### src/rtl/ydm_pkg.sv
package ydm_pkg;
   typedef enum logic [1:0] {
      MODE_NONE = 2'b00,
      MODE_HIGH = 2'b01,
      MODE_LOW  = 2'b10,
      MODE_MIX  = 2'b11
   } ydm_mode_e;
endpackage

### src/rtl/ydm_defic.sv
module ydm_defic #(
   parameter int N = 16
) (
   input  logic [N-1:0] x_i,
   output logic [N-1:0] d_o,
   output logic         zero_o
);
   // distance to 2^N, wrapping to zero for a zero operand
   assign d_o    = (~x_i) + N'(1);
   assign zero_o = (x_i == '0);
endmodule

### src/rtl/ydm_inner_mul.sv
module ydm_inner_mul #(
   parameter int N     = 16,
   parameter int STYLE = 0
) (
   input  logic [N-1:0]   a_i,
   input  logic [N-1:0]   b_i,
   output logic [2*N-1:0] p_o
);
   localparam int PW = 2 * N;

   generate
      if (STYLE == 0) begin : g_op
         assign p_o = PW'(a_i) * PW'(b_i);
      end else begin : g_array
         logic [PW-1:0] acc [N+1];
         assign acc[0] = '0;
         for (genvar i = 0; i < N; i++) begin : g_row
            logic [PW-1:0] part;
            assign part     = b_i[i] ? (PW'(a_i) << i) : '0;
            assign acc[i+1] = acc[i] + part;
         end
         assign p_o = acc[N];
      end
   endgenerate
endmodule

### src/rtl/ydm_upper.sv
module ydm_upper
   import ydm_pkg::*;
#(
   parameter int N = 16
) (
   input  logic [N-1:0] d1_i,
   input  logic [N-1:0] d2_i,
   input  logic [N-1:0] carry_i,
   input  ydm_mode_e    mode_i,
   output logic [N-1:0] upper_o,
   output logic [N+1:0] adj_o
);
   localparam int W = N + 2;
   localparam logic [W-1:0] BASE = W'(1) << N;

   logic [W-1:0] sum;
   logic [W-1:0] adj;
   logic [W-1:0] up;

   assign sum = W'(d1_i) + W'(d2_i);

   always_comb begin
      if (mode_i == MODE_LOW) begin
         // both small: deficiency sum overshoots the base, take it as is
         adj = sum - BASE;
         up  = W'(carry_i) - adj;
      end else begin
         // at least one large: complement the sum against the base
         adj = BASE - sum;
         up  = adj + W'(carry_i);
      end
   end

   assign upper_o = up[N-1:0];
   assign adj_o   = adj;
endmodule

### src/rtl/ydm_mult.sv
module ydm_mult
   import ydm_pkg::*;
#(
   parameter int N         = 16,
   parameter int MUL_STYLE = 0,
   parameter bit REG_OUT   = 1'b1
) (
   input  logic           clk_i,
   input  logic           rst_ni,
   input  logic [N-1:0]   a_i,
   input  logic [N-1:0]   b_i,
   output logic [2*N-1:0] prod_o,
   output logic [1:0]     mode_o
);
   localparam int PW = 2 * N;

   generate
      if (N < 2) begin : g_chk_n
         $error("ydm_mult: N must be at least 2");
      end
      if (MUL_STYLE < 0 || MUL_STYLE > 1) begin : g_chk_style
         $error("ydm_mult: MUL_STYLE must be 0 or 1");
      end
   endgenerate

   logic [N-1:0]  d1, d2;
   logic          a_zero, b_zero;
   logic [PW-1:0] dprod;
   logic [N-1:0]  upper;
   logic [N+1:0]  adj;
   ydm_mode_e     mode_c;
   logic [PW-1:0] prod_c;

   ydm_defic #(.N(N)) u_defic_a (.x_i(a_i), .d_o(d1), .zero_o(a_zero));
   ydm_defic #(.N(N)) u_defic_b (.x_i(b_i), .d_o(d2), .zero_o(b_zero));

   ydm_inner_mul #(.N(N), .STYLE(MUL_STYLE)) u_dmul (
      .a_i(d1), .b_i(d2), .p_o(dprod)
   );

   always_comb begin
      unique case ({a_i[N-1], b_i[N-1]})
         2'b11:   mode_c = MODE_HIGH;
         2'b00:   mode_c = MODE_LOW;
         default: mode_c = MODE_MIX;
      endcase
   end

   ydm_upper #(.N(N)) u_upper (
      .d1_i(d1), .d2_i(d2), .carry_i(dprod[PW-1:N]),
      .mode_i(mode_c), .upper_o(upper), .adj_o(adj)
   );

   assign prod_c = (a_zero || b_zero) ? '0 : {upper, dprod[N-1:0]};

   generate
      if (REG_OUT) begin : g_reg
         always_ff @(posedge clk_i or negedge rst_ni) begin
            if (!rst_ni) begin
               prod_o <= '0;
               mode_o <= MODE_NONE;
            end else begin
               prod_o <= prod_c;
               mode_o <= mode_c;
            end
         end
      end else begin : g_comb
         assign prod_o = prod_c;
         assign mode_o = mode_c;
      end
   endgenerate

   // assembled product matches the exact product
   p_exact_r1: assert property (@(posedge clk_i) disable iff (!rst_ni)
      prod_c == (PW'(a_i) * PW'(b_i)))
      else $error("p_exact_r1");

   // a zero operand forces a zero product
   p_zero_r2: assert property (@(posedge clk_i) disable iff (!rst_ni)
      (a_zero || b_zero) |-> (prod_c == '0))
      else $error("p_zero_r2");

   // both MSBs set decode to the high mode, and no live mode is zero
   p_mode_r3: assert property (@(posedge clk_i) disable iff (!rst_ni)
      (a_i[N-1] && b_i[N-1]) |-> (u_upper.mode_i == MODE_HIGH))
      else $error("p_mode_r3");

   p_mode_live_r3: assert property (@(posedge clk_i) disable iff (!rst_ni)
      u_upper.mode_i != MODE_NONE)
      else $error("p_mode_live_r3");

   // in the high mode the complemented sum stays non-negative
   p_no_overflow_r9: assert property (@(posedge clk_i) disable iff (!rst_ni)
      (mode_c == MODE_HIGH && !a_zero && !b_zero) |-> (adj[N+1] == 1'b0))
      else $error("p_no_overflow_r9");
endmodule

### config.mk
export PLATFORM = sky130hd
export DESIGN_NAME = ydm_mult
export DESIGN_NICKNAME = d
export VERILOG_FILES = /design/src/rtl/ydm_pkg.sv /design/src/rtl/ydm_defic.sv /design/src/rtl/ydm_inner_mul.sv /design/src/rtl/ydm_upper.sv /design/src/rtl/ydm_mult.sv
export SDC_FILE = /design/constraint.sdc
export NUM_CORES = 1
export LEC_CHECK = 0
export CAP_MARGIN = 20
export CORE_MARGIN = 8
export CORE_UTILIZATION = 50
export DETAILED_ROUTE_END_ITERATION = 12
export DONT_BUFFER_PORTS = 1
export PLACE_DENSITY = 0.63
export SKIP_LAST_GASP = 1
export SLEW_MARGIN = 20
export SYNTH_ARGS = -nofsm -noshare
export SYNTH_HDL_FRONTEND = slang
export SYNTH_SLANG_ARGS = --single-unit
### constraint.sdc
create_clock -name clk_i -period 1.42 [get_ports clk_i]
set_clock_uncertainty 0.15 [all_clocks]
set_input_delay 0.284 -clock clk_i [delete_from_list [all_inputs] [get_ports clk_i]]
set_output_delay 0.284 -clock clk_i [all_outputs]
set_load 0.02 [all_outputs]
==> metrics.md <==
| Metric | Value |
|---|---|
| WP data arrival | `about 8.6 ns` |
| Placement row count | `54` |
| RSZ-0062 raised after global routing | `yes` |
| Met1 usage | `29.9%` |
| Final Cycle Share | `608%` |
| Mean Syn Cell Area | `~8.6 um2` |
| Worst Tran Pin Value | `0.556 ns` |
| Vias | `~9700` |
| Run status | `finished with violations` |
| Total core area | `approximately 22000 um2` |
| Slew margin rel. | `62.7%` |
| Worst Path Required | `between 1 and 1.5 ns` |
| Final Hold Viols | `0` |
| Final net count | `roughly 2000` |
| Initial DRC count | `about 540` |
| Tmin final | `8.63 ns` |
| Failing checks | `negative setup slack` |
| Hold worst-path end | `prod_o[16]` |
| Max-cap violations | `0` |
| Layout cells sized above 1 | `a little under a third` |
| Vias in the first global route | `between 10000 and 15000` |
| Worst Setup End Kind | `flip-flop` |
| Diode count | `0` |
| Initial antenna violation count | `0` |
| Initial Util | `between 50% and 60%` |
| I/O pins | `a little under 70` |
| Count of final setup violators | `32` |
| GRT overflow | `0` |
| CP Class | `input pin to flip-flop` |
| Routability cong. | `0.946` |
| Hold crit path type | `input pin to flip-flop` |
| DR WL/cell | `18.3 um` |
| Mapped Area | `between 10000 and 15000 um2` |
| Total die area | `roughly 27000 um2` |
| Fill count | `between 1500 and 2000` |
| HP Start | `b_i[0]` |
| CTS Buf Count | `5` |
| CP startpoint kind | `input pin` |
| Busiest layer in global routing | `met2` |
| DRC | `0` |
| CP max stage cell | `fa_1` |
| WP buf/inv | `10` |
| Port bufs | `0` |
| Clock root buffer | `clkbuf_16` |
| GRT met3 Usage | `3.74%` |
| Met2 Track Usage GR | `45.7%` |
| DR vias/cell | `5.18` |
| Sequential element share of the synthesized area | `7.70%` |
| Fin. max-slew vios | `0` |
| Critical path depth in cells | `38` |
| Syn Nets | `roughly 1700` |
| First-pass GRT wire length | `roughly 53000 um` |
| Critical path's most frequent cell | `fa_1` |
| FFs w/ async S/R, synth | `100%` |
| Hold path cells | `3` |
| Worst-case clock buffer depth | `2` |
| Die width | `approximately 160 um` |
| Sequential Area | `about 850 um2` |
| Worst path max stage delay | `~0.52 ns` |
| H-tree levels | `2` |
| Area of the multi-input gates | `approximately 10000 um2` |
| Overall routing resource usage | `between 20% and 30%` |
| Synth cell types | `60` |
| CTS tree | `built` |
| Post-synth EDFFs | `0` |
| Prevailing post-synth register cell | `dfrtp_1` |
| Synth-to-layout area growth | `36.0%` |
| Final HPWL DP | `28100 um` |
| Crit-path leading delay family | `adder cells` |
| Worst setup margin | `-7.21 ns` |
| Clock sink total | `34` |
| Final ANT Viol Nets | `0` |
| Die Y | `about 160 um` |
| Yosys warns | `0` |
| #FFs+latches synth | `34` |
| Synth Instances | `between 1000 and 1500` |
| Origin of the worst setup path | `a_i[2]` |
| Largest net degree at the start of global routing | `35` |
| FMAX | `about 0.12 GHz` |
| Clk slew on worst S/H paths | `0.05 ns` |
| Drt total wl | `approximately 34000 um` |
| First-pass iteration count of the detailed router | `7` |
| Post-route core utilization | `69.1%` |
| Crit path max fanout | `5` |
-- through the flow --
step	TNS, ns	setup slack [ns]	area [um2]	instances	hold WS, ns
floorplan	-156.08	-7.41	11300	1289	-0.162
CTS	-152.96	-7.14	14400	1854	0.171
finish	-154.82	-7.21	15000	1876	0.199
detailed placement	-166.28	-7.63	13500	1812	-0.161
global route	-160.72	-7.48	15000	1876	0.206
global placement	-164.09	-7.55	13500	1812	-0.161
-- per-layer routing --
metal,vias up,share of wire (%)
met3,65,5.4
met1,4828,39
li1,4576,-
met5,-,0
met4,0,4.4
met2,246,51
-- cells in the mapped netlist, types with 4 or more instances --
master    number  area, um2
a211oi_1       4       30.0
a21o_1        22        165
a21oi_1       41        205
and2_1        31        194
and3_1         4       25.0
clkbuf_1      21       78.8
clkinv_1      10       37.5
dfrtp_1       34        851
fa_1         196       3920
ha_1         138       1730
inv_1        264        991
nand2_1      163        612
nand2b_1       7       43.8
nand3_1        6       30.0
nor2_1       151        567
nor2b_1        4       25.0
nor3_1        18       90.1
nor3b_1        5       37.5
nor4_1         4       25.0
o211ai_1       4       30.0
o21ai_0       21        105
o21bai_1      10       75.1
or2_2          4       25.0
xnor2_1       44        385
xor2_1        32        280
-- cell usage in the layout (no fill, tap or decap), drive strengths merged, types with 7 or more instances in the layout --
cell	count
and2	31
nor3	18
ha	138
clkbuf	7
nand2b	7
buf	318
inv	267
dfrtp	34
a21o	22
nand2	163
fa	196
a21oi	41
clkinv	8
o21ai	24
xnor2	47
xor2	32
o21bai	10
nor2	151
-- state kept, by name, indices dropped and copies added, names as in the netlist --
| name | flops |
|---|---|
| mode_o | 2 |
| prod_o | 32 |
-- cell type report --
type                    instances  share of cell area (%)
multi-input cells             957                    66.6
repair buffers                322                    17.3
inverters                     275                    7.15
flip-flops and latches         34                    5.66
well taps                     280                    2.33
clock buffers                   7                   0.949
clock inverters                 1                  0.0333
-- worst max-delay path by stage --
stage	endpoint	slack [ns]
after global routing	prod_o[30]	-7.48
after detailed placement	prod_o[30]	-7.63
after floorplan	prod_o[31]	-7.41
after global placement	prod_o[31]	-7.55
after CTS	prod_o[31]	-7.14
final	prod_o[30]	-7.21
-- worst min-delay path: cells and delay by family --
family	cells	cell delay (ns)
simple gates	1	0.03
fa+ha+maj	2	0.28
-- timing repair --
item | in CTS | in global routing
pin swaps | 54 | 82
endpoints found under the setup margin | 32 | 33
buffers inserted | 32 | 27
hold buffers | 5 | 0
resized for setup | 104 | 96
hold endpoints to repair | 36 | 0
cloned | 1 | 0
-- cell families (layout without fill, tap and decap cells) --
group,Yosys count,after routing,share of synthesized area (%)
flops,34,34,7.70
fa+ha+maj,334,334,51.1
simple gates,412,412,16.3
buf+inv,298,605,10.2
compound gates,130,130,7.81
xor+xnor,80,80,6.77
mux,1,1,0.0906
Power is left out: the tool's default activity adds up to more than one toggle a clock period on the data nets, which glitch-free logic cannot reach.
